## config.mk

```make
export PLATFORM = sky130hd
export DESIGN_NAME = sync_mix_router
export DESIGN_NICKNAME = d
export VERILOG_FILES = /design/src/rtl/sync_mix_pkg.sv /design/src/rtl/eqser_pulse_gen.sv /design/src/rtl/comp_mixer.sv /design/src/rtl/pin_router.sv /design/src/rtl/sync_mix_router.sv
export SDC_FILE = /design/constraint.sdc
export NUM_CORES = 1
export LEC_CHECK = 0
export ABC_AREA = 1
export ABC_CLOCK_PERIOD_IN_PS = 3700
export BUFFER_PORTS_ARGS = -buffer_cell sky130_fd_sc_hd__buf_2
export CAP_MARGIN = 0
export CORE_ASPECT_RATIO = 0.9
export CORE_UTILIZATION = 47
export CTS_CLUSTER_SIZE = 14
export DETAILED_ROUTE_END_ITERATION = 6
export MAX_ROUTING_LAYER = met4
export PLACE_DENSITY = 0.84
export SLEW_MARGIN = 10
export SYNTH_ARGS = -nofsm -noshare
export SYNTH_HDL_FRONTEND = slang
export SYNTH_SLANG_ARGS = --single-unit
```

## constraint.sdc

```tcl
create_clock -name clk -period 3.7 [get_ports clk]
set_input_delay 0.74 -clock clk [delete_from_list [all_inputs] [get_ports clk]]
set_output_delay 0.74 -clock clk [all_outputs]
set_load 0.01 [all_outputs]
```

## src/rtl/sync_mix_pkg.sv

```systemverilog
// Package: shared widths, mode codes and the bundle of timing inputs.
package sync_mix_pkg;
    localparam int CW = 12;
    localparam logic [1:0] MODE_ILACE_DBL = 2'b00;
    localparam logic [1:0] MODE_PROG_DBL  = 2'b01;
    localparam logic [1:0] MODE_BAD       = 2'b10;
    localparam logic [1:0] MODE_PROG_SGL  = 2'b11;

    typedef struct packed {
        logic hsync;
        logic hblank;
        logic vsync;
        logic vblank;
        logic hgate;
        logic vgate;
        logic cursor;
        logic vint;
    } tsrc_t;
endpackage

```

## src/rtl/eqser_pulse_gen.sv

```systemverilog
// eqser_pulse_gen: folds the line position into a pulse phase (single or
// double rate) and reports equalization/serration activity and band hit.
// Assumes h_pos < h_total; every mode other than 11 counts as double rate.
module eqser_pulse_gen #(
    parameter int W = 12
) (
    input  logic [1:0]   mode,
    input  logic [W-1:0] h_pos,
    input  logic [W-1:0] h_total,
    input  logic [W-1:0] v_line,
    input  logic [W-1:0] eq_end,
    input  logic [W-1:0] serr_end,
    input  logic [W-1:0] win_first,
    input  logic [W-1:0] win_last,
    output logic         eq_act,
    output logic         serr_act,
    output logic         in_band
);
    import sync_mix_pkg::*;

    logic         dbl_rate;
    logic [W-1:0] half_line;
    logic [W-1:0] phase;

    // Pick the rate and fold the position at the half line in double rate.
    always_comb begin
        dbl_rate  = (mode != MODE_PROG_SGL);
        half_line = h_total >> 1;
        if (dbl_rate && (h_pos >= half_line))
            phase = h_pos - half_line;
        else
            phase = h_pos;
    end

    // Compare the phase with the pulse ends and the line with the band.
    always_comb begin
        eq_act   = (phase < eq_end);
        serr_act = (phase < serr_end);
        in_band  = (v_line >= win_first) && (v_line <= win_last);
    end

    // Folded phase never exceeds the raw position.
    always_comb begin
        AST_PHASE_BOUND: assert (phase <= h_pos);
    end
endmodule

```

## src/rtl/comp_mixer.sv

```systemverilog
// comp_mixer: forms composite blank and composite sync, substituting the
// inserted pulses inside the enabled band. Inputs are active high.
module comp_mixer (
    input  sync_mix_pkg::tsrc_t src,
    input  logic                pulse_off,
    input  logic                in_band,
    input  logic                eq_act,
    input  logic                serr_act,
    output logic                csync,
    output logic                cblank
);
    logic plain_sync;

    // Merge blanking and choose between plain sync and inserted pulses.
    always_comb begin
        cblank     = src.hblank | src.vblank;
        plain_sync = src.hsync | src.vsync;
        if (!pulse_off && in_band)
            csync = src.vsync ? serr_act : eq_act;
        else
            csync = plain_sync;
    end
endmodule

```

## src/rtl/pin_router.sv

```systemverilog
// pin_router: selects each pin's function from the select field, applies
// per-pin polarity and registers the result. Sync reset drives pins to 0.
module pin_router #(
    parameter int NPIN = 4
) (
    input  logic                clk,
    input  logic                rst_n,
    input  sync_mix_pkg::tsrc_t src,
    input  logic                csync,
    input  logic                cblank,
    input  logic [2:0]          sel,
    input  logic [NPIN-1:0]     pol,
    output logic [NPIN-1:0]     pin
);
    logic [NPIN-1:0] func;
    logic [NPIN-1:0] pin_d;
    logic            primed;

    // Table lookup of the four pin functions.
    always_comb begin
        func[0] = sel[0] ? src.vblank : cblank;
        func[1] = sel[1] ? src.vsync  : csync;
        func[2] = sel[0] ? src.hblank : (sel[2] ? src.cursor : src.hgate);
        func[3] = sel[1] ? src.hsync  : (sel[2] ? src.vint   : src.vgate);
    end

    // Per-pin polarity: a clear bit inverts to active low.
    for (genvar g = 0; g < NPIN; g++) begin : g_pol
        assign pin_d[g] = pol[g] ? func[g] : ~func[g];
    end

    // Output register with synchronous reset.
    always_ff @(posedge clk) begin
        if (!rst_n) pin <= '0;
        else        pin <= pin_d;
    end

    // Marks that one active cycle has loaded the output register.
    always_ff @(posedge clk) begin
        if (!rst_n) primed <= 1'b0;
        else        primed <= 1'b1;
    end

    AST_VSYNC_ROUTE: assert property (@(posedge clk) disable iff (!rst_n)
        (primed && $past(sel[1])) |-> (pin[1] == ($past(src.vsync) ~^ $past(pol[1]))));
    AST_HSYNC_ROUTE: assert property (@(posedge clk) disable iff (!rst_n)
        (primed && $past(sel[1])) |-> (pin[3] == ($past(src.hsync) ~^ $past(pol[3]))));
    AST_HBLANK_ROUTE: assert property (@(posedge clk) disable iff (!rst_n)
        (primed && $past(sel[0])) |-> (pin[2] == ($past(src.hblank) ~^ $past(pol[2]))));
    AST_CBLANK_OR: assert property (@(posedge clk) disable iff (!rst_n)
        (primed && !$past(sel[0])) |->
        (pin[0] == (($past(src.hblank) | $past(src.vblank)) ~^ $past(pol[0]))));
endmodule

```

## src/rtl/sync_mix_router.sv

```systemverilog
// sync_mix_router: top level. Builds composite sync/blank with optional
// equalization/serration insertion and routes four polarity-set pins.
// Assumes timing inputs are active high and synchronous to clk.
module sync_mix_router #(
    parameter int W    = sync_mix_pkg::CW,
    parameter int NPIN = 4
) (
    input  logic            clk,
    input  logic            rst_n,
    input  logic [11:0]     status,
    input  logic [W-1:0]    h_pos,
    input  logic [W-1:0]    h_total,
    input  logic [W-1:0]    v_line,
    input  logic [W-1:0]    eq_end,
    input  logic [W-1:0]    serr_end,
    input  logic [W-1:0]    win_first,
    input  logic [W-1:0]    win_last,
    input  logic            hsync_i,
    input  logic            hblank_i,
    input  logic            vsync_i,
    input  logic            vblank_i,
    input  logic            hgate_i,
    input  logic            vgate_i,
    input  logic            cursor_i,
    input  logic            vint_i,
    output logic [NPIN-1:0] vid_pin
);
    import sync_mix_pkg::*;

    tsrc_t src;
    logic  eq_act, serr_act, in_band;
    logic  csync, cblank;
    logic  primed;

    // Bundle the timing inputs.
    assign src = '{hsync: hsync_i, hblank: hblank_i, vsync: vsync_i,
                   vblank: vblank_i, hgate: hgate_i, vgate: vgate_i,
                   cursor: cursor_i, vint: vint_i};

    eqser_pulse_gen #(.W(W)) i_pulse (
        .mode(status[4:3]), .h_pos(h_pos), .h_total(h_total), .v_line(v_line),
        .eq_end(eq_end), .serr_end(serr_end), .win_first(win_first),
        .win_last(win_last), .eq_act(eq_act), .serr_act(serr_act),
        .in_band(in_band));

    comp_mixer i_mix (
        .src(src), .pulse_off(status[9]), .in_band(in_band), .eq_act(eq_act),
        .serr_act(serr_act), .csync(csync), .cblank(cblank));

    pin_router #(.NPIN(NPIN)) i_route (
        .clk(clk), .rst_n(rst_n), .src(src), .csync(csync), .cblank(cblank),
        .sel(status[2:0]), .pol(status[8:5]), .pin(vid_pin));

    // Marks the first loaded output cycle for top-level checks.
    always_ff @(posedge clk) begin
        if (!rst_n) primed <= 1'b0;
        else        primed <= 1'b1;
    end

    AST_PULSE_OFF: assert property (@(posedge clk) disable iff (!rst_n)
        (primed && $past(status[9]) && ($past(status[1]) == 1'b0)) |->
        (vid_pin[1] == (($past(hsync_i) | $past(vsync_i)) ~^ $past(status[6]))));
    AST_SERR_IN_BAND: assert property (@(posedge clk) disable iff (!rst_n)
        (primed && !$past(status[9]) && $past(in_band) && $past(vsync_i)
         && ($past(status[1]) == 1'b0)) |->
        (vid_pin[1] == ($past(serr_act) ~^ $past(status[6]))));
endmodule

```

==> PnR_summary.wiki, run 1 <==
{| class="wikitable"
! Metric !! Value
|-
| Clk slew on worst S/H paths || 0.03 ns
|-
| Die area || about 4700 µm²
|-
| Total area of multi-input combinational cells || 1780 µm²
|-
| Per-cell routed wire length || 11.3 µm
|-
| Routability-driven placement congestion ratio || 0.868
|-
| Total power density per cell area || 188 nW/µm²
|-
| Height of the die || 65.4 µm
|-
| Type of the most critical hold path || in -> reg
|-
| Count of placed standard cells including taps || about 520
|-
| All-layer global routing usage || about a quarter
|-
| Net Count, Synth || slightly above 500
|-
| Global-route wire length before repair || 9.01 mm
|-
| Final setup violation count || 0
|-
| Distinct cells, synth || 31
|-
| CTS root buf || sky130_fd_sc_hd__clkbuf_8
|-
| Total wire length after detailed routing || 5.88 mm
|-
| Number of filler instances in the final layout || 376
|-
| DRC violations left || 0
|-
| Core region area || 4180 µm²
|-
| Worst slew margin || 65.7%
|-
| Count of max-cap constraint violations || 0
|-
| Storage cell area || 80.1 µm²
|-
| Boundary Pins || 110
|-
| Number of global-route vias before repair || 2,363
|-
| Violation count after the first detailed-route iteration || 95
|-
| Origin of the worst min-delay path || status[5]
|-
| Setup TNS || 0 ns
|-
| Max reg flops || 4
|-
| Fraction of synthesized cell area taken by the top area cell type || 33.9%
|-
| Post-layout net count || 628
|-
| HPWL reported at the end of detailed placement || 4.96 mm
|-
| Biggest area contributors in the synthesized netlist || sky130_fd_sc_hd__ha_1 34%, sky130_fd_sc_hd__inv_1 15%, sky130_fd_sc_hd__nand2_1 13%
|-
| Slew of the pin with the lowest slew margin || 0.508 ns
|-
| Total CTS buffers || 3
|-
| Initial antenna violation count || 0
|-
| Relative area change from synthesis to final layout || 38.7%
|-
| Number of clock sinks || 4
|-
| Result of the run || finished clean
|-
| TritonCTS clock tree || yes
|-
| Commonest non-fill, non-tap cells in the layout || 106 x sky130_fd_sc_hd__buf_2, 84 x sky130_fd_sc_hd__inv_1, 73 x sky130_fd_sc_hd__nand2_1
|-
| Worst setup path category || in -> reg
|-
| Beginning of the critical path || h_total[3]
|-
| Number of pins with negative max-slew slack in the final report || 0
|-
| Utilization after layout || 69.7%
|-
| Top cell type by total area after synthesis || sky130_fd_sc_hd__ha_1
|-
| Final critical-path share of the clock period || 95.3%
|-
| Syn. warnings || 0
|-
| Antenna diode count || 0
|-
| Min Tclk post-route || 3.53 ns
|-
| Leakage || ~1.8 nW
|-
| Type of element capturing the critical path || flip-flop
|-
| Post-synthesis instance area || roughly 2100 µm²
|-
| Highest fanout seen on the critical path || 4
|-
| Post-Syn Instances || between 300 and 400
|-
| Largest net degree at the start of global routing || 13
|-
| Required time at the worst-slack endpoint || 3.80 ns
|-
| Remaining Overflow, GRT || 0
|-
| Maximum vdd drop || 0.000124 V
|-
| Post-route worst setup slack || 0.174 ns
|-
| Count of buffers from port buffering || 106
|-
| Register with the most flip-flops || i_route.pin
|-
| Post-route antenna net violation count || 0
|-
| Sequential-to-total area share from yosys stat || 3.81%
|-
| Count of placed standard cells in the final layout, fillers left out || around 520
|-
| Per-cell via count in the routed design || 4.93
|-
| Number of buffers between clock root and the deepest sink || 2
|-
| Vias post-DR || 2,576
|-
| Pre-CTS worst setup slack || -0.0295 ns
|-
| Startpoint types || primary input
|-
| Fraction of final layout cells with drive strength greater than 1 || 31.6%
|-
| Most common library cell in the layout ignoring fill and taps || sky130_fd_sc_hd__buf_2
|-
| Flop and latch count out of synthesis || 4
|-
| Post-Synthesis Mean Instance Area || 6.13 µm²
|-
| Top flop regs || i_route.pin: 4 flops
|-
| Crit path DAT || 3.63 ns
|-
| Fin. Hold Viols || 0
|-
| First-pass iteration count of the detailed router || 4
|-
| Initial Utilization || 50.2%
|-
| Number of standard-cell rows in the floorplan || 22
|-
| F_max || 0.284 GHz
|-
| Die width || around 72 µm
|-
| H-tree depth reported by CTS || 1
|}
[critical path, cell delays in order]
cell,delay (ns)
sky130_fd_sc_hd__buf_2,0.10
sky130_fd_sc_hd__inv_1,0.08
sky130_fd_sc_hd__ha_4,0.22
sky130_fd_sc_hd__a21oi_2,0.17
sky130_fd_sc_hd__o21ai_1,0.10
sky130_fd_sc_hd__nor2_2,0.15
sky130_fd_sc_hd__o21ai_1,0.09
sky130_fd_sc_hd__a21oi_2,0.15
sky130_fd_sc_hd__nor2_1,0.07
sky130_fd_sc_hd__nand2_1,0.08
sky130_fd_sc_hd__nor2_1,0.06
sky130_fd_sc_hd__nor4_2,0.31
sky130_fd_sc_hd__xor2_1,0.25
sky130_fd_sc_hd__inv_2,0.10
sky130_fd_sc_hd__ha_4,0.23
sky130_fd_sc_hd__a211o_1,0.28
sky130_fd_sc_hd__a31oi_1,0.13
sky130_fd_sc_hd__nand2_1,0.09
sky130_fd_sc_hd__nand3_2,0.10
sky130_fd_sc_hd__nand3_2,0.06
sky130_fd_sc_hd__nand2_1,0.06
sky130_fd_sc_hd__nor2_1,0.04
[metal layers]
layer / part of all wire [%] / vias to the layer above / global-route usage (%) / routed length [µm]
li1: - / 1346 / - / -
met1: 44 / 1131 / 26.5 / 2570
met4: 1.4 / 0 / 5.15 / 83
met3: 4.8 / 10 / 1.23 / 282
met5: 0 / - / - / 0
met2: 50 / 89 / 46.5 / 2940
[timing repair]
action | in CTS | in global routing
gates resized for setup | 0 | 20
setup buffers | 0 | 3
hold buffers | 0 | 0
endpoints found under the hold margin | 0 | 0
setup endpoints to repair | 0 | 1
[stage by stage]
step	hold WS, ns	power (mW)	area [µm²]
floorplan	0.829	0.293	2100
global placement	0.929	0.405	2760
detailed placement	0.934	0.425	2760
CTS	0.712	0.518	2810
global route	0.713	0.615	2920
finish	0.716	0.549	2920
[cells by family after synthesis]
| logic type | Yosys count | share of synthesized area (%) |
|---|---|---|
| AO/OA/AOI/OAI | 63 | 16.3 |
| buffers and inverters | 88 | 15.7 |
| flip-flops | 4 | 3.81 |
| XOR/XNOR | 8 | 3.33 |
| adder cells (fa/ha/maj) | 58 | 34.9 |
| AND/OR/NAND/NOR | 122 | 26.0 |
[final timing paths]
check                 slack [ns]  cells past startpoint        endpoint
worst max-delay path        0.17                     22  i_route.pin[1]
worst min-delay path        0.72                      2  i_route.pin[0]
[power breakdown]
| group | leakage [nW] | switching, mW | internal, mW |
|---|---|---|---|
| sequential | 0.0334 | 0.000647 | 0.0471 |
| combinational | 1.77 | 0.221 | 0.191 |
| clock | 0.0216 | 0.0201 | 0.0691 |
[layout make-up]
class | count | area share [%]
clock buffer | 3 | 1.42
inverter | 87 | 11.2
multi-input combinational | 251 | 61.0
sequential | 4 | 2.75
tap | 60 | 2.58
timing repair buffer | 117 | 21.0
[cells in the mapped netlist, drive strengths merged]
| cell | number |
|---|---|
| o22ai | 1 |
| fa | 1 |
| a211o | 1 |
| a211oi | 1 |
| nand2 | 75 |
| o21a | 1 |
| nor2 | 19 |
| clkbuf | 1 |
| a22oi | 1 |
| o2111ai | 1 |
| dfxtp | 4 |
| nand4 | 5 |
| xnor2 | 4 |
| o21ai | 23 |
| nand3b | 2 |
| nor4 | 2 |
| xor2 | 4 |
| and3 | 1 |
| or2 | 1 |
| nor3 | 2 |
| ha | 57 |
| inv | 87 |
| nand3 | 15 |
| a21oi | 32 |
| a31oi | 2 |
No activity file was read; power rests on OpenSTA's default activity.
==> run 2: changes to the inputs <==
--- a/config.mk
+++ b/config.mk
@@ -5,7 +5,7 @@
 export SDC_FILE = /design/constraint.sdc
 export NUM_CORES = 1
 export LEC_CHECK = 0
-export ABC_AREA = 1
+export ABC_AREA = 0
 export ABC_CLOCK_PERIOD_IN_PS = 3700
 export BUFFER_PORTS_ARGS = -buffer_cell sky130_fd_sc_hd__buf_2
 export CAP_MARGIN = 0
==> run 2 against run 1 <==
Net effect: the flow now finishes with violations (negative setup slack); maximum frequency fell by 17%; global-route usage is 4.4 points higher; synthesized area is 0.83% higher; flip-flop and latch count stayed put; largest power group unchanged; highest routed layer unchanged.
==> PnR_summary.wiki, run 2 <==
{| class="wikitable"
! Metric !! Value
|-
| Result of the run || finished, violations left
|-
| DRC violations left || 0
|-
| Vias post-DR || 2,614
|-
| Height of the die || 65.7 µm
|-
| Antenna diode count || 0
|-
| Commonest non-fill, non-tap cells in the layout || 106 x sky130_fd_sc_hd__buf_2, 65 x sky130_fd_sc_hd__inv_1, 53 x sky130_fd_sc_hd__ha_1
|-
| Post-layout net count || about 620
|-
| Per-cell via count in the routed design || 5.13
|-
| Relative area change from synthesis to final layout || 50.1%
|-
| Violations in the final reports || negative setup slack
|-
| Post-Syn Instances || 298
|-
| Commonest register cell after synthesis || sky130_fd_sc_hd__dfxtp_1
|-
| Worst setup path category || in -> reg
|-
| Post-Synthesis Mean Instance Area || 7.11 µm²
|-
| Core region area || around 4200 µm²
|-
| Remaining Overflow, GRT || 0
|-
| Total design power || 0.624 mW
|-
| Fraction of synthesized cell area taken by the top area cell type || 33.6%
|-
| Crit path DAT || 4.36 ns
|-
| Number of synthesized flops with an enable pin || 0
|-
| Top flop regs || i_route.pin: 4 flops
|-
| Net Count, Synth || 462
|-
| Biggest area contributors in the synthesized netlist || sky130_fd_sc_hd__ha_1 34%, sky130_fd_sc_hd__inv_1 12%, sky130_fd_sc_hd__o21ai_0 6.1%
|-
| CTS root buf || sky130_fd_sc_hd__clkbuf_8
|-
| Fin. Hold Viols || 0
|-
| Type of element capturing the critical path || flip-flop
|-
| Setup repair after global routing missed its margin || true
|-
| Fraction of final layout cells with drive strength greater than 1 || 38.9%
|-
| Number of buffers between clock root and the deepest sink || 2
|-
| Highest fanout seen on the critical path || 6
|-
| Worst slew margin || 71.8%
|-
| Post-synthesis instance area || between 2000 and 2500 µm²
|-
| HPWL reported at the end of detailed placement || 5.45 mm
|-
| Met2 capacity usage during global routing || 52.1%
|-
| Syn. warnings || 0
|-
| Total CTS buffers || 3
|-
| Global-route met1 utilization || 31.6%
|-
| Maximum vdd drop || about 0.00013 V
|-
| Most common library cell in the layout ignoring fill and taps || sky130_fd_sc_hd__buf_2
|-
| TritonCTS clock tree || yes
|-
| Boundary Pins || 110
|-
| Peak-usage layer in the global routing report || met2
|-
| Clk slew on worst S/H paths || 0.03 ns
|-
| Type of the most critical hold path || in -> reg
|-
| Slowest stage delay, CP || 0.39 ns
|-
| Initial Utilization || 50.3%
|-
| Sequential-to-total area share from yosys stat || between 3 and 4%
|-
| Distinct cells, synth || 47
|-
| Number of standard-cell rows in the floorplan || 22
|-
| Global-route wire length before repair || about 10 mm
|-
| Cells traversed along the worst timing path || buf_2 -> inv_1 -> ha_2 -> inv_1 -> fa_2 -> a21o_1 -> a2111oi_4 -> nor3_2 -> o21ai_2 -> buf_4 -> buf_4 -> mux2_2 -> ha_1 -> nor4b_1 -> o211ai_1 -> a221oi_2 -> nor2_1 -> a311o_1
|-
| Final setup violation count || 1
|-
| Violation count after the first detailed-route iteration || 95
|-
| Die width || 72.8 µm
|-
| FFs w/ async S/R, synth || 0%
|-
| Routability-driven placement congestion ratio || 0.894
|-
| Slew of the pin with the lowest slew margin || between 0.4 and 0.5 ns
|-
| Count of buffers from port buffering || between 100 and 150
|-
| Startpoint types || primary input
|-
| Flop and latch count out of synthesis || 4
|-
| Required time at the worst-slack endpoint || around 3.8 ns
|-
| Largest net degree at the start of global routing || 8
|-
| Total power density per cell area || 196 nW/µm²
|-
| Count of max-cap constraint violations || 0
|-
| Initial antenna violation count || 0
|-
| Post-route worst setup slack || -0.558 ns
|-
| Max reg flops || 4
|-
| CP max-delay cell || sky130_fd_sc_hd__nor4b_1
|-
| Min Tclk post-route || 4.26 ns
|-
| Global-route track usage on met3 || 2.30%
|-
| F_max || 0.235 GHz
|-
| Pre-CTS worst setup slack || -0.903 ns
|-
| Most frequent cell after synthesis || sky130_fd_sc_hd__inv_1
|-
| Per-cell routed wire length || approximately 12 µm
|-
| Die area || 4780 µm²
|-
| Leakage || 1.88 nW
|-
| Number of clock sinks || 4
|-
| Number of global-route vias before repair || about 2,600
|-
| Register with the most flip-flops || i_route.pin
|-
| H-tree depth reported by CTS || 1
|-
| Total wire length after detailed routing || 6.18 mm
|-
| Leading cell types by count after synthesis || 65 x sky130_fd_sc_hd__inv_1, 57 x sky130_fd_sc_hd__ha_1, 26 x sky130_fd_sc_hd__o21ai_0
|-
| Number of pins with negative max-slew slack in the final report || 0
|-
| All-layer global routing usage || 28.2%
|-
| Top cell type by total area after synthesis || sky130_fd_sc_hd__ha_1
|-
| Final critical-path share of the clock period || 115%
|-
| Post-route antenna net violation count || 0
|-
| First-pass iteration count of the detailed router || 5
|}
==> run 2: path summary, 6_finish.rpt <==
path	from	to	cells past startpoint
setup / recovery	h_pos[0]	i_route.pin[1]	18
hold / removal	rst_n	i_route.pin[3]	2
==> run 2: kinds of logic (layout without fill, tap and decap cells) <==
kind of cell	after synthesis	in the layout	share of synthesized area, %
simple gates	73	73	18.2
compound gates	79	79	23.8
buf+inv	68	220	12.5
mux	5	5	2.54
xor+xnor	11	11	4.55
flops	4	4	3.78
fa+ha+maj	58	58	34.6
==> run 2: what timing repair did <==
action                     CTS  global route
setup buffers                2             1
resized for setup            8             9
hold buffers                 0             0
pin swaps                    9             7
setup endpoints to repair    1             1
==> run 2: final cells by class <==
cell class	instances	area, µm²
Tap cell	60	75.1
Clock buffer	3	41.3
Multi-Input combinational cell	226	1850
Fill cell	338	1030
Sequential cell	4	80.1
Inverter	65	244
Timing Repair Buffer	152	892
==> run 2: report_power, final <==
group	internal [mW]	switching, mW	total (mW)
logic	0.251	0.232	0.483
registers	0.0476	0.000676	0.0482
clock network	0.0694	0.0234	0.0928
==> run 2: worst max-delay path, delay by kind of cell <==
kind            cells  cell delay (ns)
compound gates      6             1.50
fa+ha+maj           3             0.73
simple gates        3             0.57
buf+inv             5             0.48
mux                 1             0.35
==> run 2: per-stage QoR <==
stage / cells / setup TNS (ns) / hold slack (ns) / utilization (%) / cell area, µm²
5_1_grt: 510 / -0.801 / 0.808 / 75.5 / 3180
3_3_place_gp: 504 / -0.663 / 1.02 / 72.6 / 3060
4_1_cts: 509 / -0.522 / 0.789 / 75.0 / 3160
2_1_floorplan: 298 / -0.435 / 0.862 / - / 2150
3_5_place_dp: 504 / -0.903 / 1.02 / 72.6 / 3060
6_report: 510 / -0.558 / 0.791 / 75.5 / 3180
==> run 2: layer usage <==
layer | vias up | wire length, µm | part of all wire (%)
met5 | - | 0 | 0
met2 | 100 | 3110 | 50
li1 | 1347 | - | -
met4 | 0 | 144 | 2.3
met3 | 18 | 296 | 4.8
met1 | 1149 | 2630 | 43
